--- src/rtl/unlock_seq_detector.sv ---
module unlock_seq_detector #(
  parameter int AW = 15,
  parameter int MW = 14,
  parameter logic [13:0] K0 = 14'h0E38,
  parameter logic [13:0] K1 = 14'h31C7,
  parameter logic [13:0] K2 = 14'h03E0,
  parameter logic [13:0] K3 = 14'h3C1F,
  parameter logic [13:0] K4 = 14'h303F,
  parameter logic [13:0] KSAVE = 14'h0FC0,
  parameter logic [13:0] KREST = 14'h0C63
) (
  input  logic          clk,
  input  logic          rst_n,
  input  logic          acc_done,
  input  logic          acc_write,
  input  logic [AW-1:0] acc_addr,
  input  logic          low_supply,
  input  logic          xfer_busy,
  output logic          save_cmd,
  output logic          restore_cmd
);
  localparam int STEPS = 6;
  localparam int PW = $clog2(STEPS);
  localparam logic [PW-1:0] LAST = PW'(STEPS - 1);

  logic [PW-1:0] pos;
  logic [MW-1:0] key;
  logic [MW-1:0] want;
  logic          unused_hi;

  assign key = acc_addr[MW-1:0];
  assign unused_hi = ^acc_addr[AW-1:MW];

  always_comb begin
    case (pos)
      PW'(0):  want = K0;
      PW'(1):  want = K1;
      PW'(2):  want = K2;
      PW'(3):  want = K3;
      default: want = K4;
    endcase
  end

  always_ff @(posedge clk) begin
    if (!rst_n) begin
      pos <= '0;
      save_cmd <= 1'b0;
      restore_cmd <= 1'b0;
    end else begin
      save_cmd <= 1'b0;
      restore_cmd <= 1'b0;
      if (xfer_busy) begin
        pos <= '0;
      end else if (acc_done) begin
        if (acc_write) begin
          pos <= '0;
        end else if (pos == LAST && key == KSAVE) begin
          save_cmd <= !low_supply;
          pos <= '0;
        end else if (pos == LAST && key == KREST) begin
          restore_cmd <= 1'b1;
          pos <= '0;
        end else if (pos != LAST && key == want) begin
          pos <= pos + PW'(1);
        end else begin
          pos <= (key == K0) ? PW'(1) : '0;
        end
      end
    end
  end
endmodule


--- config.mk ---
export PLATFORM = sky130hd
export DESIGN_NAME = unlock_seq_detector
export DESIGN_NICKNAME = d
export VERILOG_FILES = /design/src/rtl/unlock_seq_detector.sv
export SDC_FILE = /design/constraint.sdc
export NUM_CORES = 1
export LEC_CHECK = 0
export ABC_AREA = 1
export CORE_MARGIN = 1.5
export CORE_UTILIZATION = 46
export CTS_CLUSTER_SIZE = 24
export DETAILED_ROUTE_END_ITERATION = 8
export GPL_ROUTABILITY_DRIVEN = 0
export PLACE_DENSITY = 0.83
export SLEW_MARGIN = 5
export SYNTH_ARGS = -nofsm -noshare
export SYNTH_HDL_FRONTEND = slang
export SYNTH_SLANG_ARGS = --single-unit
--- constraint.sdc ---
create_clock -name clk -period 2.8 [get_ports clk]
set_input_delay 0.42 -clock clk [delete_from_list [all_inputs] [get_ports clk]]
set_output_delay 0.42 -clock clk [all_outputs]
set_load 0.01 [all_outputs]
==> impl_metrics.tcl, run 1 <==
set metrics [dict create \
    route.detailed.drc 0 \
    dpl.hpwl_um 1330 \
    wl_per_cell_um 10.3 \
    numCtsBuffers 3 \
    cts_tree "yes" \
    drtPass1Iterations 4 \
    yosysSeqAreaShare_pct 15.8 \
    start_util_pct 49.2 \
    cp.arrival_ps 1900 \
    drtIter0Drc 19 \
    finalCritPeriodShare_pct 61.7 \
    rows 13 \
    path_max_fanout 8 \
    syn_area_um2 632 \
    clkLatencyLatePin_ps 240 \
    grt_usage_pct 22.7 \
    areaGrowthSynthToFinish_pct 40.4 \
    ys_ff_latch 5 \
    h-tree-depth 1 \
    hold_violations 0 \
    status "complete, no violations" \
    ctsHoldBuffers 0 \
    die_w_um 40.1 \
    yosysUniqueCellTypes 19 \
    grt_pass1_vias 660 \
    avgViaCountPerCell 5.08 \
    reg2reg_from "pos[0]" \
    pwr-share-seq_pct 33.7 \
    syn_avg_cell_area_um2 5.54 \
    cts.clk_slew.worst_paths_ps 40 \
    drt_wl_total_um 1580 \
    cap_viol_max_count 0 \
    whs_ps 516 \
    tns_ps 0 \
    synth_top_area_cell "nand2_1" \
    finClkSkew_ps 0.740 \
    cts_resized 0 \
    post_cts_buffers 0 \
    portBuffers 21 \
    drv_slew 0 \
    hp-class "reg -> reg" \
    power.net_switching_uw 56.2 \
    setup_violations 0 \
    vias 783 \
    cts.sinks 5 \
    rsz0062_at_grt "false" \
    finalWorstSetupSlack_ps 1070 \
    antenna_left 0 \
    io_pins 23 \
    comb_power_share_pct 26.2 \
    drive_gt1_share_pct 5.76 \
    yosys-top-cells-area "nand2_1, dfxtp_1, inv_1, nor2_1, ha_1" \
    worstSetupEndpointType "register" \
    synth-warning-count 0 \
    synth_top_area_share_pct 19.0 \
    final-instance-count-excl-fill 154 \
    post-route-util_pct 69.0 \
    grt_pass1_wl_um 2520 \
    leakage_uw 0.000419 \
    hold_start "pos[1]" \
    worstSetupPathType "reg -> reg" \
    start_kind "register" \
    tightest_slew_ps 300 \
    syn_nets 140 \
    placeableCoreArea_mm2 0.00128 \
    cts.path.max_buffers 2 \
    netlist_instances 114 \
    grt_max_degree 9 \
    dp_slack_ps 961 \
    cp.required_ps 2970 \
    period_needed_ps 1730 \
    slew-limit-headroom_pct 80.0 \
    fillers 114 \
    antennaDiodeCount 0 \
    grt-ovfl-total 0 \
    power.density_mw_per_mm2 239 \
    netSwitchingFraction_pct 26.5 \
    die_y_um 40.1 \
    nets 166 \
    cts_root_buf "clkbuf_4" \
    ir_drop_mv 0.232 \
    clkPwrFrac_pct 40.2 \
    dp.cells 150 \
    design.die.area_mm2 0.00160 \
    clock.fmax_mhz 579 \
    startpoint "pos[0]" \
    grt_antenna_before_repair 0 \
    internal_power_uw 156 \
]
final timing paths:
kind              endpoint  slack [ps]  cells after the start
setup reg to reg    pos[1]        1070                      9
hold / removal      pos[1]         520                      2
hold reg to reg     pos[1]         520                      2
setup / recovery    pos[1]        1070                      9
through the flow:
step	area, µm²	total power [µW]
4_1_cts	887	214
6_report	887	212
2_1_floorplan	632	92.3
5_1_grt	887	224
3_3_place_gp	861	126
3_5_place_dp	861	128
cell usage in the layout (no fill, tap or decap), drive strengths merged:
cell type,n
nand2,33
inv,23
clkdlybuf4s50,21
nor2,17
nand3,12
nand4,6
ha,5
dfxtp,5
a21oi,5
clkbuf,4
nor3,2
o21ai,1
clkinv,1
o21bai,1
nor4,1
nor4b,1
nand3b,1
flip-flops by register name (all words and copies together) (netlist names):
signal / cells
pos: 3
restore_cmd: 1
save_cmd: 1
power groups by stage:
stage / Sequential [µW] / Combinational [µW] / Clock, µW
floorplan: 72.7 / 19.6 / 0
global placement: 72.7 / 53.7 / 0
detailed placement: 72.7 / 54.9 / 0
CTS: 71.4 / 55.0 / 87.3
global route: 71.3 / 61.3 / 91.2
finish: 71.4 / 55.5 / 85.2
cell usage after synthesis:
master	count
nand2_1	32
inv_1	22
nor2_1	17
nand3_1	10
nand4_1	6
dfxtp_1	5
ha_1	5
a21oi_1	4
nand3_2	2
nor3_1	2
a21oi_4	1
clkinv_1	1
inv_2	1
nand2_2	1
nand3b_1	1
nor4_1	1
nor4b_1	1
o21ai_0	1
o21bai_1	1
cell families (layout without fill, tap and decap cells):
logic type	count (synthesis)	in the layout	synth area share [%]
flip-flops	5	5	15.8
AO/OA/AOI/OAI	7	7	7.72
buffers and inverters	24	49	14.3
AND/OR/NAND/NOR	73	73	52.3
adder cells (fa/ha/maj)	5	5	9.90
layout make-up:
type | instances | area, µm² | share of cell area [%]
inverter | 24 | 90.1 | 10.2
timing repair buffer | 21 | 210 | 23.7
multi-input combinational | 85 | 442 | 49.8
clock buffer | 4 | 26.3 | 2.96
tap | 15 | 18.8 | 2.12
sequential | 5 | 100 | 11.3
routing by layer:
metal	track usage [%]	wire (µm)	up-vias
met3	2.78	67	4
li1	-	-	412
met5	0	0	-
met1	28.3	773	343
met4	6.90	11	0
met2	39.9	730	24
worst max-delay path, cell delays in order, from the launching register on:
cell	delay, ps
dfxtp_1	490
inv_1	140
ha_1	270
a21oi_4	170
nand3_2	80
nand2_1	80
nand2_1	70
nor2_1	130
nand3_1	90
a21oi_1	130
Note: power is estimated with default switching activity, not from simulation.
==> inputs of run 2 (changes only) <==
--- a/config.mk
+++ b/config.mk
@@ -7,11 +7,11 @@
 export LEC_CHECK = 0
 export ABC_AREA = 1
 export CORE_MARGIN = 1.5
-export CORE_UTILIZATION = 46
+export CORE_UTILIZATION = 39
 export CTS_CLUSTER_SIZE = 24
 export DETAILED_ROUTE_END_ITERATION = 8
 export GPL_ROUTABILITY_DRIVEN = 0
-export PLACE_DENSITY = 0.83
+export PLACE_DENSITY = 0.75
 export SLEW_MARGIN = 5
 export SYNTH_ARGS = -nofsm -noshare
 export SYNTH_HDL_FRONTEND = slang
==> constraint.sdc (replaced) <==
create_clock -name clk -period 1.55 [get_ports clk]
set_input_delay 0.2325 -clock clk [delete_from_list [all_inputs] [get_ports clk]]
set_output_delay 0.2325 -clock clk [all_outputs]
set_load 0.01 [all_outputs]
==> run 2 against run 1 <==
Against the previous run: worst hold slack improved by 27 ps; largest cell class unchanged; flip-flop and latch count did not move; core utilization rose by 2.7 points; largest power group unchanged; clock power rose by 77%; global-route usage fell by 2.7 points; design area rose by 22%; critical path type is now in -> reg; wire length rose by 28%; first-iteration DRC count rose by 74%; critical endpoint is now pos[0]; non-clock buffer count rose by 7.
==> impl_metrics.tcl, run 2 (synthesized netlist as in run 1, its figures left out) <==
set metrics [dict create \
    final_common_cell "nand2_1" \
    dp.cells 158 \
    reg2reg_depth 9 \
    portBuffers 21 \
    use_met3_pct 5.53 \
    drtIter0Drc 33 \
    cts.path.max_buffers 2 \
    finClkSkew_ps 5.31 \
    regMostFlops "pos" \
    grt_pass1_wl_um 2900 \
    startpoint "acc_addr[0]" \
    hp-class "reg -> reg" \
    clkLatencyLatePin_ps 240 \
    die_w_um 43.3 \
    r2r-end "pos[0]" \
    regArea_um2 108 \
    finalCritPeriodShare_pct 99.8 \
    post_cts_buffers 0 \
    nets 173 \
    cts.clk_slew.worst_paths_ps 50 \
    tightest_slew_ps 302 \
    drv_slew 0 \
    worstSetupPathType "in -> reg" \
    route.detailed.drc 0 \
    hold_violations 0 \
    grt_pass1_vias 705 \
    areaGrowthSynthToFinish_pct 71.1 \
    grt_busiest_layer "met2" \
    drtPass1Iterations 4 \
    setup_violations 0 \
    crit_slowest_cell "clkdlybuf4s50_1" \
    leakage_uw 0.000476 \
    whs_ps 543 \
    grtUsageMet1_pct 26.7 \
    rows 14 \
    grt_max_degree 7 \
    grt_usage_pct 20.0 \
    ctsHoldBuffers 0 \
    drt_wl_total_um 2030 \
    cts.sinks 5 \
    largest_reg_flops 3 \
    placeableCoreArea_mm2 0.00151 \
    ir_drop_mv 0.395 \
    fillers 116 \
    tns_ps 0 \
    met2_usage_pct 32.2 \
    multi_input_area_um2 567 \
    antenna_left 0 \
    grt_antenna_before_repair 0 \
    cts_tree "yes" \
    endpoint "pos[0]" \
    wl_per_cell_um 12.5 \
    design.die.area_mm2 0.00187 \
    start_kind "primary input" \
    slew-limit-headroom_pct 79.8 \
    reg_top3 "pos (3), restore_cmd (1), save_cmd (1)" \
    drive_gt1_share_pct 25.3 \
    path_max_fanout 4 \
    numCtsBuffers 3 \
    avgViaCountPerCell 5.15 \
    crit_chain "clkdlybuf4s50_1, nor2_1, nand3_1, nand2_1, nand2_1, clkinv_1, nand2_4, o21bai_1, nand3_1, a21oi_1" \
    rsz0062_at_grt "true" \
    cap_viol_max_count 0 \
    dpl.hpwl_um 1410 \
    worstSetupEndpointType "register" \
    r2r_setup_slack_ps 20 \
    io_pins 23 \
    final-instance-count-excl-fill 162 \
    cp.required_ps 1720 \
    power.density_mw_per_mm2 361 \
    grt-ovfl-total 0 \
    start_util_pct 41.9 \
    status "complete, no violations" \
    antennaDiodeCount 0 \
    h-tree-depth 1 \
    period_needed_ps 1550 \
    clock.fmax_mhz 647 \
    slowest_delay_ps 460 \
    post-route-util_pct 71.8 \
    cts_root_buf "clkbuf_4" \
    cp.arrival_ps 1710 \
    vias 834 \
    die_y_um 43.3 \
    reg2reg_from "pos[1]" \
    final_cell_mix "nand2_1, clkdlybuf4s50_1, inv_1, nor2_1, nand3_1" \
]
==> run 2: final cells by class <==
cell class / count / share of cell area (%)
Clock buffer: 4 / 2.43
Sequential cell: 5 / 9.95
Timing Repair Buffer: 28 / 24.3
Tap cell: 16 / 1.85
Inverter: 24 / 9.03
Multi-Input combinational cell: 85 / 52.4
==> run 2: worst max-delay path: cells and delay by family <==
kind / cells / cell delay [ps]
compound gates: 2 / 270
simple gates: 6 / 650
buf+inv: 2 / 540
==> run 2: routing by layer <==
layer / share of wire, % / vias to the layer above
met5: 0 / -
li1: - / 421
met2: 52 / 33
met4: 0.34 / 0
met3: 5.0 / 3
met1: 42 / 377
==> run 2: per-stage QoR <==
| step | power (µW) | instance area, µm² | setup slack (ps) |
|---|---|---|---|
| after CTS | 397 | 948 | 0.864 |
| after global placement | 234 | 915 | -82.3 |
| after detailed placement | 236 | 915 | -114 |
| final | 390 | 1080 | 3.69 |
| after floorplan | 167 | 632 | 78.6 |
| after global routing | 408 | 1080 | -110 |
==> run 2: where the power goes <==
group	switching (µW)	leakage [µW]	total (µW)	internal [µW]
clock network	53.5	0.0000150	151	97.3
logic	52.3	0.000420	114	61.4
registers	0.00133	0.0000419	126	125
total	106	0.000476	390	284
==> run 2: how the worst min path moves through the flow <==
| stage | slack [ps] | end | cells after the start | from |
|---|---|---|---|---|
| after detailed placement | 520 | pos[1] | 2 | pos[1] |
| after CTS | 530 | pos[1] | 2 | pos[1] |
| after global routing | 560 | save_cmd | 2 | low_supply |
| after global placement | 500 | pos[1] | 2 | pos[1] |
| after floorplan | 310 | save_cmd | 1 | low_supply |
| final | 540 | pos[1] | 2 | pos[1] |
==> run 2: timing repair <==
| item | in CTS | in global routing |
|---|---|---|
| setup endpoints to repair | 2 | 3 |
| resized for setup | 3 | 34 |
| pin swaps | 0 | 16 |
